==> config.mk <==
export PLATFORM = sky130hd
export DESIGN_NAME = can_id_filter
export DESIGN_NICKNAME = d
export VERILOG_FILES = /design/src/rtl/can_filt_pkg.sv /design/src/rtl/can_filt_regs.sv /design/src/rtl/can_filt_match.sv /design/src/rtl/can_filt_status.sv /design/src/rtl/can_id_filter.sv
export SDC_FILE = /design/constraint.sdc
export NUM_CORES = 1
export LEC_CHECK = 0
export CORE_AREA = 5 5 94 96
export CTS_CLUSTER_SIZE = 40
export DETAILED_ROUTE_END_ITERATION = 10
export DIE_AREA = 0 0 99 101
export MAX_ROUTING_LAYER = met4
export PLACE_DENSITY = 0.6
export SKIP_CTS_REPAIR_TIMING = 1
export SKIP_LAST_GASP = 1
export SLEW_MARGIN = 5
export SYNTH_ARGS = -nofsm -noshare
export SYNTH_HDL_FRONTEND = slang
export SYNTH_SLANG_ARGS = --single-unit
==> constraint.sdc <==
create_clock -name clk_i -period 2.41 [get_ports clk_i]
set_clock_uncertainty 0.05 [all_clocks]
set_input_delay 0.6025 -clock clk_i [delete_from_list [all_inputs] [get_ports clk_i]]
set_output_delay 0.6025 -clock clk_i [all_outputs]
set_load 0.1 [all_outputs]
==> src/rtl/can_filt_pkg.sv <==
package can_filt_pkg;
  localparam int unsigned BYTE_W    = 8;
  localparam int unsigned ID_BYTES  = 4;
  localparam int unsigned STD_BYTES = 2;
  localparam int unsigned IDE_BYTE  = 1;
  localparam int unsigned IDE_BIT   = 3;
  localparam int unsigned ADDR_W    = $clog2(2 * ID_BYTES + 1);
  localparam int unsigned STAT_OFS  = 2 * ID_BYTES;
  localparam int unsigned FULL_BIT  = 0;
  localparam int unsigned OVR_BIT   = 1;
endpackage

==> src/rtl/can_filt_regs.sv <==
module can_filt_regs #(
  parameter int unsigned BYTE_W   = 8,
  parameter int unsigned ID_BYTES = 4,
  parameter int unsigned ADDR_W   = 4
) (
  input  logic                         clk_i,
  input  logic                         soft_rst_i,
  input  logic                         we_i,
  input  logic [ADDR_W-1:0]            addr_i,
  input  logic [BYTE_W-1:0]            wdata_i,
  output logic [ID_BYTES*BYTE_W-1:0]   code_o,
  output logic [ID_BYTES*BYTE_W-1:0]   mask_o
);
  // Retained storage: deliberately no reset term.
  for (genvar b = 0; b < ID_BYTES; b++) begin : g_byte
    logic [BYTE_W-1:0] code_q, mask_q;
    always_ff @(posedge clk_i) begin
      if (soft_rst_i && we_i && addr_i == ADDR_W'(b))            code_q <= wdata_i;
      if (soft_rst_i && we_i && addr_i == ADDR_W'(b + ID_BYTES)) mask_q <= wdata_i;
    end
    assign code_o[b*BYTE_W +: BYTE_W] = code_q;
    assign mask_o[b*BYTE_W +: BYTE_W] = mask_q;
  end
endmodule

==> src/rtl/can_filt_match.sv <==
module can_filt_match #(
  parameter int unsigned BYTE_W    = 8,
  parameter int unsigned ID_BYTES  = 4,
  parameter int unsigned STD_BYTES = 2,
  parameter int unsigned IDE_BYTE  = 1,
  parameter int unsigned IDE_BIT   = 3
) (
  input  logic [ID_BYTES*BYTE_W-1:0] id_i,
  input  logic [ID_BYTES*BYTE_W-1:0] code_i,
  input  logic [ID_BYTES*BYTE_W-1:0] mask_i,
  output logic                       accept_o
);
  localparam int unsigned IDE_POS = IDE_BYTE * BYTE_W + IDE_BIT;

  logic [ID_BYTES-1:0] byte_ok;
  logic [ID_BYTES-1:0] byte_used;
  logic                is_ext;

  assign is_ext = id_i[IDE_POS];

  for (genvar b = 0; b < ID_BYTES; b++) begin : g_cmp
    logic [BYTE_W-1:0] hit;
    assign hit        = ~(id_i[b*BYTE_W +: BYTE_W] ^ code_i[b*BYTE_W +: BYTE_W])
                        | mask_i[b*BYTE_W +: BYTE_W];
    assign byte_ok[b] = &hit;
    if (b < STD_BYTES) begin : g_std
      assign byte_used[b] = 1'b1;
    end else begin : g_ext
      assign byte_used[b] = is_ext;
    end
  end

  assign accept_o = &(byte_ok | ~byte_used);
endmodule

==> src/rtl/can_filt_status.sv <==
module can_filt_status (
  input  logic clk_i,
  input  logic rst_ni,
  input  logic frame_done_i,
  input  logic accept_i,
  input  logic clr_full_i,
  input  logic clr_ovr_i,
  output logic full_o,
  output logic ovr_o,
  output logic irq_o
);
  logic full_q, ovr_q, irq_q;
  logic take, held;

  assign take = frame_done_i & accept_i;
  assign held = full_q & ~clr_full_i;  // clear takes effect before the new frame lands

  always_ff @(posedge clk_i or negedge rst_ni) begin
    if (!rst_ni) begin
      full_q <= 1'b0;
      ovr_q  <= 1'b0;
      irq_q  <= 1'b0;
    end else begin
      full_q <= take | held;
      ovr_q  <= (ovr_q & ~clr_ovr_i) | (take & held);
      irq_q  <= take & ~held;
    end
  end

  assign full_o = full_q;
  assign ovr_o  = ovr_q;
  assign irq_o  = irq_q;
endmodule

==> src/rtl/can_id_filter.sv <==
module can_id_filter
  import can_filt_pkg::*;
#(
  parameter int unsigned BW = BYTE_W,
  parameter int unsigned NB = ID_BYTES,
  parameter int unsigned AW = ADDR_W
) (
  input  logic             clk_i,
  input  logic             rst_ni,
  input  logic             soft_rst_i,
  input  logic             reg_we_i,
  input  logic [AW-1:0]    reg_addr_i,
  input  logic [BW-1:0]    reg_wdata_i,
  output logic [BW-1:0]    reg_rdata_o,
  input  logic             frame_done_i,
  input  logic [NB*BW-1:0] id_i,
  output logic             rx_full_o,
  output logic             overrun_o,
  output logic             irq_o
);
  logic [NB*BW-1:0] code_flat, mask_flat;
  logic             accept, stat_wr;

  can_filt_regs #(.BYTE_W(BW), .ID_BYTES(NB), .ADDR_W(AW)) u_regs (
    .clk_i     (clk_i),
    .soft_rst_i(soft_rst_i),
    .we_i      (reg_we_i),
    .addr_i    (reg_addr_i),
    .wdata_i   (reg_wdata_i),
    .code_o    (code_flat),
    .mask_o    (mask_flat)
  );

  can_filt_match #(
    .BYTE_W(BW), .ID_BYTES(NB), .STD_BYTES(STD_BYTES),
    .IDE_BYTE(IDE_BYTE), .IDE_BIT(IDE_BIT)
  ) u_match (
    .id_i    (id_i),
    .code_i  (code_flat),
    .mask_i  (mask_flat),
    .accept_o(accept)
  );

  assign stat_wr = reg_we_i && (reg_addr_i == AW'(STAT_OFS));

  can_filt_status u_stat (
    .clk_i       (clk_i),
    .rst_ni      (rst_ni),
    .frame_done_i(frame_done_i),
    .accept_i    (accept),
    .clr_full_i  (stat_wr & reg_wdata_i[FULL_BIT]),
    .clr_ovr_i   (stat_wr & reg_wdata_i[OVR_BIT]),
    .full_o      (rx_full_o),
    .ovr_o       (overrun_o),
    .irq_o       (irq_o)
  );

  always_comb begin
    reg_rdata_o = '0;
    if (reg_addr_i < AW'(NB)) begin
      reg_rdata_o = code_flat[reg_addr_i[$clog2(NB)-1:0]*BW +: BW];
    end else if (reg_addr_i < AW'(2*NB)) begin
      reg_rdata_o = mask_flat[reg_addr_i[$clog2(NB)-1:0]*BW +: BW];
    end else if (reg_addr_i == AW'(STAT_OFS)) begin
      reg_rdata_o[FULL_BIT] = rx_full_o;
      reg_rdata_o[OVR_BIT]  = overrun_o;
    end
  end
endmodule

==> results of run 1 <==
[where the power goes]
part	switching, W	total [W]	leakage [nW]	internal [W]
Sequential	0.00000962	0.00130	0.618	0.00129
Clock	0.000395	0.000765	0.0812	0.000370
Combinational	0.000232	0.000475	0.852	0.000243
[final cells by class]
| class | instances | area [um2] | share of cell area |
|---|---|---|---|
| Tap cell | 105 | 131 | 0.0286 |
| Multi-Input combinational cell | 113 | 1220 | 0.265 |
| Clock buffer | 13 | 139 | 0.0302 |
| Timing Repair Buffer | 100 | 1100 | 0.239 |
| Sequential cell | 67 | 2000 | 0.434 |
| Clock inverter | 3 | 15.0 | 0.00327 |
[per-layer routing]
layer,share of wire,wire length [um],up-vias,GRT usage
li1,-,-,951,-
met5,0,0,-,-
met3,0.051,426,11,0.0422
met2,0.49,4070,76,0.265
met1,0.44,3660,1041,0.226
met4,0.017,139,0,0.0672
[layout by cell type (no fill, tap or decap), drive strengths merged]
| master | synthesis | final |
|---|---|---|
| a21boi | 1 | 1 |
| buf | 5 | 52 |
| clkbuf | 1 | 15 |
| clkdlybuf4s50 | 0 | 45 |
| clkinv | 0 | 3 |
| dfrtp | 3 | 3 |
| dlymetal6s2s | 0 | 1 |
| edfxtp | 64 | 64 |
| mux2i | 8 | 8 |
| mux4 | 16 | 16 |
| nand2 | 5 | 5 |
| nand2b | 2 | 2 |
| nand3 | 3 | 3 |
| nand4 | 2 | 2 |
| nor2 | 15 | 15 |
| nor3 | 4 | 4 |
| nor3b | 1 | 1 |
| nor4 | 3 | 3 |
| o21ai | 4 | 4 |
| o22ai | 15 | 15 |
| o31ai | 1 | 1 |
| or3 | 1 | 1 |
| xnor2 | 32 | 32 |
[registers in the layout, indices dropped and copies added (netlist names)]
signal                flops
u_regs.g_byte.code_q     32
u_regs.g_byte.mask_q     32
u_stat.full_o             1
u_stat.irq_o              1
u_stat.ovr_o              1
[cell families (layout without fill, tap and decap cells)]
logic type / Yosys count / in the layout / synth area share
DFF: 67 / 67 / 0.648
AOI/OAI and AO/OA: 21 / 21 / 0.0434
buffers and inverters: 6 / 116 / 0.0122
muxes: 24 / 24 / 0.145
and+or+nand+nor: 36 / 36 / 0.0601
xor gates and xnor gates: 32 / 32 / 0.0909
[cells in the mapped netlist, drive strengths merged]
cell type	number
a21boi	1
buf	5
clkbuf	1
dfrtp	3
edfxtp	64
mux2i	8
mux4	16
nand2	5
nand2b	2
nand3	3
nand4	2
nor2	15
nor3	4
nor3b	1
nor4	3
o21ai	4
o22ai	15
o31ai	1
or3	1
xnor2	32
[worst min path at each step]
stage / slack, ps / startpoint / end / cells after the start
after floorplan: 260 / rst_ni / u_stat.full_o / 0
after global placement: 480 / u_stat.ovr_o / u_stat.ovr_o / 2
after detailed placement: 470 / u_stat.ovr_o / u_stat.ovr_o / 2
after CTS: 370 / rst_ni / u_stat.ovr_o / 1
after global routing: 390 / rst_ni / u_stat.full_o / 1
final: 390 / rst_ni / u_stat.ovr_o / 1
[stage by stage]
stage / setup TNS [ps] / util / worst slack, ps
final: -548 / 0.577 / -103
after CTS: -4900 / 0.542 / -672
after detailed placement: -6760 / 0.522 / -666
after global routing: -827 / 0.577 / -142
after floorplan: -199 / - / -99.7
after global placement: -5950 / 0.522 / -627
[worst max-delay path: cells and delay by family]
| kind | cells | cell delay, ps |
|---|---|---|
| and+or+nand+nor | 1 | 50 |
| muxes | 2 | 720 |
| buffers and inverters | 4 | 480 |
==> flow_summary_export.csv, run 1 <==
group,metric,value,unit
routing,detailedRoute.firstIterationViolations,144,
worst_setup_path,worst_setup_path_start_kind,"input pin",
final_layout,final_nets,340,
placement,numPlacedInstances,373,
global_routing,initial_antenna_violation_count,0,
pwr,leak_pwr,1.55,nW
clock_network,h-tree-depth,3,
outcome,failed_checks,"negative setup slack",
final_layout,final.fill_count,635,
worst_setup_path,path_cells,"buf_8 -> buf_12 -> buf_12 -> mux4_2 -> mux2i_4 -> nor2_4 -> buf_12",
timing,finalWorstPathRequiredPeriod,2510,ps
global_routing,overflow,0,
clock_network,clock_tree_from_tritoncts,"built",
floorplanning,coreArea,0.00797,mm2
clock_network,clkSinkCount,67,
timing,timing.final.crit_share,1.04,
routing,drt_pass1_iterations,4,
global_routing,grt_start_max_net_pins,20,
routing,routed_via_density,5.18,
worst_hold_path,hp-class,"input pin to asynchronous set/reset pin",
yosys,synthDominantAreaCellType,"edfxtp_1",
global_routing,first_global_vias,2188,
clock_network,clk_lat_worst_skew,340,ps
routing,routed-via-count,2079,
worst_setup_path,cp_slowest_cell,"mux4_2",
worst_setup_path,r2r_start,"u_regs.g_byte[2].code_q[2]",
pwr,total_power,0.00254,W
timing,report.final.hold_viol_count,0,
floorplanning,placement_rows,33,
worst_setup_path,timing.critical_path.arrival,1860,ps
yosys,syn_avg_cell_area,16.6,um2
final_layout,finish.cell_count_without_fillers,401,
floorplanning,floorplan.initialDensity,0.387,
placement,placed_area,0.00416,mm2
floorplanning,io_pins,60,
placement,io_buf_count,59,
worst_setup_path,endpoint,"reg_rdata_o[5]",
timing,grt_setup_unrepaired,"true",
timing,achievable_clock_frequency,0.398,GHz
floorplanning,die_area,0.0100,mm2
worst_setup_path,worst_r2r_path_depth,6,
final_layout,drive_gt1_frac,0.341,
yosys,netlist-cell-type-count,26,
worst_setup_path,crit_path_frequent_cell,"buf_12",
outcome,status,"complete, but fails checks",
routing,routed_wl,8300,um
routing,drc,0,
worst_setup_path,critical_path.max_stage_delay,530,ps
pwr,cellPowerDensity,552,mW/mm2
routing,detail-route-antenna-nets,0,
yosys,synth.yosys.warnings,0,
timing,timing.final.max_slew_violations,0,
final_layout,antenna_cells,0,
final_layout,layout.cell_area.non_filler,0.00460,mm2
global_routing,grt_pass1_wl,12200,um
placement,detail_placement_hpwl,5980,um
yosys,syn_nets,235,
floorplanning,die_height,101,um
clock_network,cts.root.buffer_cell,"clkbuf_8",
yosys,synthCells,186,
worst_setup_path,r2r-end,"u_stat.ovr_o",
placement,gpl.final_weighted_congestion,0.856,
worst_setup_path,critPathCaptureType,"primary output",
worst_setup_path,crit_fanout,7,
worst_setup_path,required,1760,ps
clock_network,cts_inserted_buffers,9,
timing,timing.final.ws_setup,-103,ps
final_layout,area_growth_syn_to_layout,49.2,%
yosys,fraction_of_synthesized_cell_area_taken_by_the_top_area_cell_type,0.624,
timing,worst-slew-pin-transition,439,ps
worst_setup_path,startpoint,"reg_addr_i[0]",
clock_network,cts_max_path_buffers,2,
yosys,synth.ff_latch_count,67,
timing,final_hold_slack,389,ps
yosys,yosys-top-cells-area,"edfxtp_1 62%, mux4_2 10%, xnor2_1 9.1%, o22ai_1 3.0%, mux2i_1 2.6%",
floorplanning,fp.dieW,99,um
global_routing,grt_util_all_layers,0.174,
timing,relSlewSlack,0.705,
worst_setup_path,timing.reg2reg.setup_slack,570,ps
job,cap_viol_max_count,0,
yosys,seq_area_frac_synth,0.648,
pwr,ir_worst_vdd,0.290,mV
clock_network,clk_transition_reported_paths,60,ps
worst_setup_path,critical_path_start_end_classification,"input pin to primary output",
yosys,synth.cell_area,0.00308,mm2
routing,routedWlPerCell,20.7,um
timing,final-setup-viol-count,8,
(Power assumes the default switching activity.)
==> inputs of run 2 (changes only) <==
==> constraint.sdc (replaced) <==
create_clock -name clk_i -period 2.41 [get_ports clk_i]
set_clock_uncertainty 0.05 [all_clocks]
set_input_delay 0.241 -clock clk_i [delete_from_list [all_inputs] [get_ports clk_i]]
set_output_delay 0.241 -clock clk_i [all_outputs]
set_load 0.1 [all_outputs]
==> run 2 against run 1 <==
The run now ends clean. Setup slack better by 210 ps. First-iteration DRC count shrank 6.3%. Register-to-register slack better by 50 ps. Die area did not move. Critical path type unchanged. Combinational power shrank 19%.
==> flow_summary_export.csv, run 2 (synthesis gave the netlist of run 1 again) <==
group,metric,value,unit
final_layout,final.fill_count,670,
worst_setup_path,r2r_start,"u_regs.g_byte[3].code_q[5]",
worst_setup_path,timing.reg2reg.setup_slack,620,ps
worst_setup_path,required,2120,ps
pwr,cellPowerDensity,622,mW/mm2
floorplanning,die_height,101,um
timing,report.final.hold_viol_count,0,
clock_network,clock_tree_from_tritoncts,"built",
worst_setup_path,worst_r2r_path_depth,5,
final_layout,finish.cell_count_without_fillers,377,
timing,final-setup-viol-count,0,
placement,io_buf_count,59,
final_layout,reg_top3,"u_regs.g_byte.code_q (32), u_regs.g_byte.mask_q (32)",
routing,detail-route-antenna-nets,0,
global_routing,initial_antenna_violation_count,0,
clock_network,clk_transition_reported_paths,80,ps
worst_setup_path,r2r-end,"u_stat.ovr_o",
clock_network,cts_max_path_buffers,2,
final_layout,layout_common_cells,"64 x edfxtp_1, 48 x clkdlybuf4s50_1, 32 x xnor2_1",
clock_network,clkSinkCount,67,
clock_network,cts_inserted_buffers,9,
global_routing,overflow,0,
timing,final.setup.tns,0,ps
pwr,total_power,0.00260,W
worst_setup_path,critical_path_start_end_classification,"input pin to primary output",
floorplanning,coreArea,0.00797,mm2
timing,timing.final.crit_share,0.956,
worst_hold_path,hp-class,"input pin to asynchronous set/reset pin",
floorplanning,io_pins,60,
worst_setup_path,cp_slowest_cell,"mux4_1",
worst_setup_path,critical_path.max_stage_delay,550,ps
worst_setup_path,critPathCaptureType,"primary output",
placement,gpl.final_weighted_congestion,0.853,
final_layout,layout.cell_area.non_filler,0.00418,mm2
placement,numPlacedInstances,361,
routing,drt_pass1_iterations,4,
placement,detail_placement_hpwl,5750,um
timing,worst-slew-pin-transition,459,ps
pwr,leak_pwr,1.39,nW
clock_network,cts.root.buffer_cell,"clkbuf_8",
clock_network,clk_lat_worst_skew,330,ps
routing,routedWlPerCell,20.5,um
final_layout,area_growth_syn_to_layout,35.8,%
routing,detailedRoute.firstIterationViolations,135,
outcome,status,"complete, no violations",
timing,grt_setup_unrepaired,"false",
clock_network,h-tree-depth,3,
timing,finalWorstPathRequiredPeriod,2300,ps
global_routing,first_global_vias,2155,
timing,achievable_clock_frequency,0.434,GHz
floorplanning,die_area,0.0100,mm2
global_routing,grt_pass1_wl,11800,um
final_layout,layout_commonest_cell,"edfxtp_1",
global_routing,grt_start_max_net_pins,23,
final_layout,antenna_cells,0,
worst_setup_path,path_cells,"clkdlybuf4s50_1 -> buf_12 -> mux4_1 -> mux2i_1 -> o21ai_1 -> buf_12",
floorplanning,fp.dieW,99,um
floorplanning,floorplan.initialDensity,0.387,
final_layout,multiInputGateArea,0.00105,mm2
worst_setup_path,crit_path_frequent_cell,"buf_12",
placement,placed_area,0.00399,mm2
final_layout,final_nets,316,
final_layout,drive_gt1_frac,0.221,
job,cap_viol_max_count,0,
worst_setup_path,timing.critical_path.arrival,2010,ps
final_layout,final-seq-area,0.00200,mm2
routing,routed_via_density,5.20,
routing,routed_wl,7730,um
routing,routed-via-count,1959,
floorplanning,placement_rows,33,
worst_setup_path,crit_fanout,14,
pwr,ir_worst_vdd,0.379,mV
worst_setup_path,worst_setup_path_start_kind,"input pin",
timing,relSlewSlack,0.691,
timing,timing.final.max_slew_violations,0,
global_routing,grt_util_all_layers,0.167,
routing,drc,0,
==> run 2: power breakdown <==
group / switching, W / internal, W
clock network: 0.000439 / 0.000480
logic: 0.000197 / 0.000186
registers: 0.00000911 / 0.00129
total: 0.000645 / 0.00196
==> run 2: worst max-delay path, delay by kind of cell <==
| family | cells | cell delay (ps) |
|---|---|---|
| buf+inv | 3 | 910 |
| compound gates | 1 | 120 |
| mux | 2 | 730 |
==> run 2: metal layers <==
metal	vias up	track usage	wire, um
met5	-	-	0
met4	0	0.0410	53
met3	6	0.0457	604
met2	83	0.269	3820
met1	970	0.212	3250
li1	900	-	-
==> run 2: how the worst max path moves through the flow <==
stage | start | end | depth (start not counted)
detailed placement | reg_addr_i[0] | reg_rdata_o[0] | 6
CTS | reg_addr_i[0] | reg_rdata_o[0] | 6
global placement | reg_addr_i[0] | reg_rdata_o[4] | 6
global route | reg_addr_i[0] | reg_rdata_o[0] | 6
floorplan | reg_addr_i[0] | reg_rdata_o[0] | 4
finish | reg_addr_i[0] | reg_rdata_o[0] | 6
==> run 2: cell type report <==
cell class / instances / area share
multi-input cells: 113 / 0.250
clock buffers: 10 / 0.0305
repair buffers: 76 / 0.195
clock inverters: 6 / 0.0156
flip-flops and latches: 67 / 0.477
well taps: 105 / 0.0314
==> run 2: per-stage QoR <==
step	hold WS (ps)	worst slack, ps	utilization
floorplan	-105	7.95	-
global placement	380	158	0.501
detailed placement	384	124	0.501
CTS	22.0	107	0.525
global route	15.7	33.8	0.525
finish	28.8	107	0.525
==> inputs of run 3 (changes only) <==
--- a/config.mk
+++ b/config.mk
@@ -5,12 +5,13 @@
 export SDC_FILE = /design/constraint.sdc
 export NUM_CORES = 1
 export LEC_CHECK = 0
-export CORE_AREA = 5 5 94 96
+export ABC_AREA = 1
+export CORE_AREA = 5 5 87 89
 export CTS_CLUSTER_SIZE = 40
 export DETAILED_ROUTE_END_ITERATION = 10
-export DIE_AREA = 0 0 99 101
+export DIE_AREA = 0 0 92 94
 export MAX_ROUTING_LAYER = met4
-export PLACE_DENSITY = 0.6
+export PLACE_DENSITY = 0.73
 export SKIP_CTS_REPAIR_TIMING = 1
 export SKIP_LAST_GASP = 1
 export SLEW_MARGIN = 5
==> run 3 against run 2 <==
Critical path depth increased by 2. Utilization is 15 points higher. Cell count rose by 40%. First-iteration DRC count grew 130%. Sequential power about the same. Global-route usage grew 5.0 points. Routed wire length is 16% higher. Via count increased by 48%. Die area fell by 14%. Synthesized cell count up 87%. Largest power group unchanged.
==> flow_summary_export.csv, run 3 <==
group,metric,value,unit
outcome,status,"complete, no violations",
clock_network,clkSinkCount,67,
clock_network,cts_max_path_buffers,2,
pwr,ir_worst_vdd,0.383,mV
routing,routed-via-count,2893,
final_layout,antenna_cells,0,
placement,detail_placement_hpwl,6680,um
worst_setup_path,r2r_start,"u_regs.g_byte[0].code_q[2]",
worst_hold_path,hp-class,"input pin to asynchronous set/reset pin",
floorplanning,floorplan.initialDensity,0.491,
final_layout,layout_commonest_cell,"nand2_1",
worst_setup_path,timing.critical_path.arrival,1980,ps
worst_setup_path,crit_fanout,5,
floorplanning,die_area,0.00865,mm2
pwr,power.share.combinational,0.151,
timing,achievable_clock_frequency,0.441,GHz
worst_setup_path,worst_setup_path_start_kind,"input pin",
pwr,leak_pwr,1.89,nW
final_layout,final_nets,490,
clock_network,clk_transition_reported_paths,70,ps
routing,detailedRoute.firstIterationViolations,317,
pwr,power_internal,0.00204,W
global_routing,grt_pass1_wl,13500,um
pwr,power.switching,0.000644,W
yosys,syn_avg_cell_area,9.46,um2
floorplanning,die_height,94,um
yosys,yosys-top-cells-area,"edfxtp_1 59%, nand2_1 11%, inv_1 6.1%, nor2_1 4.6%, dfrtp_1 2.3%",
yosys,synth.yosys.warnings,0,
routing,routedWlPerCell,17.0,um
worst_setup_path,critPathCaptureType,"primary output",
pwr,cellPowerDensity,599,mW/mm2
placement,place_ws,121,ps
clock_network,cts.root.buffer_cell,"clkbuf_8",
placement,io_buf_count,59,
clock_network,cts_inserted_buffers,9,
placement,numPlacedInstances,507,
timing,report.final.hold_viol_count,0,
yosys,netlist-cell-type-count,28,
timing,worst-slew-pin-transition,467,ps
worst_setup_path,timing.reg2reg.setup_slack,880,ps
yosys,synthArstFlopShare,0.0448,
clock_network,h-tree-depth,3,
yosys,synth.cell_area,0.00328,mm2
yosys,synth.ff_latch_count,67,
final_layout,finalCoreUtilization,0.670,
clock_network,clk_lat_worst_skew,340,ps
final_layout,finish.cell_count_without_fillers,526,
floorplanning,coreArea,0.00668,mm2
timing,final_hold_slack,30.2,ps
timing,grt_setup_unrepaired,"false",
yosys,ys.flop_type,"edfxtp_1",
global_routing,grt_util_all_layers,0.217,
global_routing,initial_antenna_violation_count,0,
routing,routed_wl,8950,um
routing,detail-route-antenna-nets,0,
final_layout,final.fill_count,514,
yosys,commonest_cells_post_synth,"98 x nand2_1, 64 x edfxtp_1, 53 x inv_1, 40 x nor2_1, 12 x nand3_1",
final_layout,final-seq-area,0.00200,mm2
worst_setup_path,worst_r2r_path_depth,8,
pwr,p_clk_frac,0.366,
timing,timing.final.crit_share,0.941,
yosys,synthDominantAreaCellType,"edfxtp_1",
clock_network,clock_tree_from_tritoncts,"built",
global_routing,first_global_vias,2739,
timing,relSlewSlack,0.688,
timing,finalWorstPathRequiredPeriod,2270,ps
worst_setup_path,critical_path_start_end_classification,"input pin to primary output",
final_layout,drive_gt1_frac,0.143,
floorplanning,io_pins,60,
worst_setup_path,required,2120,ps
final_layout,layout_common_cells,"98 x nand2_1, 64 x edfxtp_1, 53 x inv_1",
yosys,synthCells,347,
worst_setup_path,r2r-end,"u_stat.ovr_o",
yosys,synth-edff-count,64,
timing,final.setup.tns,0,ps
final_layout,multiInputGateArea,0.00106,mm2
yosys,seq_area_frac_synth,0.608,
timing,timing.final.max_slew_violations,0,
yosys,post-synth-top-count-cell,"nand2_1",
timing,final-setup-viol-count,0,
pwr,seq_power_share,0.483,
placement,gpl.final_weighted_congestion,0.920,
timing,timing.final.ws_setup,143,ps
floorplanning,fp.dieW,92,um
floorplanning,placement_rows,30,
routing,routed_via_density,5.50,
routing,drc,0,
global_routing,grt_start_max_net_pins,14,
yosys,fraction_of_synthesized_cell_area_taken_by_the_top_area_cell_type,0.586,
routing,drt_pass1_iterations,5,
global_routing,overflow,0,
job,cap_viol_max_count,0,
final_layout,area_growth_syn_to_layout,36.4,%
pwr,power.share.switching,0.240,
final_layout,reg_top3,"u_regs.g_byte.code_q (32), u_regs.g_byte.mask_q (32)",
yosys,syn_nets,396,
==> run 3: final cells by class <==
type / instances / area share
Clock buffer: 10 / 0.0285
Clock inverter: 6 / 0.0179
Inverter: 57 / 0.0478
Multi-Input combinational cell: 219 / 0.237
Sequential cell: 67 / 0.446
Tap cell: 80 / 0.0224
Timing Repair Buffer: 87 / 0.201
==> run 3: metrics by stage <==
step	area, um2	power (W)
floorplan	3290	0.00151
global placement	4240	0.00171
detailed placement	4240	0.00171
CTS	4440	0.00267
global route	4480	0.00277
finish	4480	0.00268
==> run 3: worst max path at each step <==
stage                  startpoint              to  slack, ps  cells after the start
CTS                 reg_addr_i[0]  reg_rdata_o[3]        100                      8
global route        reg_addr_i[1]  reg_rdata_o[3]          7                      8
global placement    reg_addr_i[0]  reg_rdata_o[3]        190                      8
finish              reg_addr_i[1]  reg_rdata_o[0]        140                      8
detailed placement  reg_addr_i[0]  reg_rdata_o[3]        120                      8
floorplan           u_stat.full_o  reg_rdata_o[0]         20                      2
==> run 3: critical path: stages <==
cell and delay, ps:
clkdlybuf4s50_1 510, buf_4 190, nor2_4 130, inv_2 100, nor3_4 180, nand2_1 120
a31oi_2 290, buf_12 210
==> run 3: cell families after synthesis <==
family / synth area share
AND/OR/NAND/NOR: 0.215
flip-flops: 0.608
buffers and inverters: 0.0721
AO/OA/AOI/OAI: 0.101
XOR/XNOR: 0.00267
==> run 3: power by group through the flow <==
stage / clock (W) / combinational [W] / sequential, W
after floorplan: 0 / 0.000182 / 0.00133
after global placement: 0 / 0.000388 / 0.00132
after detailed placement: 0 / 0.000392 / 0.00132
after CTS: 0.000983 / 0.000395 / 0.00130
after global routing: 0.00105 / 0.000429 / 0.00130
final: 0.000981 / 0.000404 / 0.00130
==> run 3: routing by layer <==
layer  GRT usage  part of all wire
met5           -                 0
met2       0.336              0.47
met4      0.0941             0.030
met1       0.277              0.40
met3      0.0465             0.099
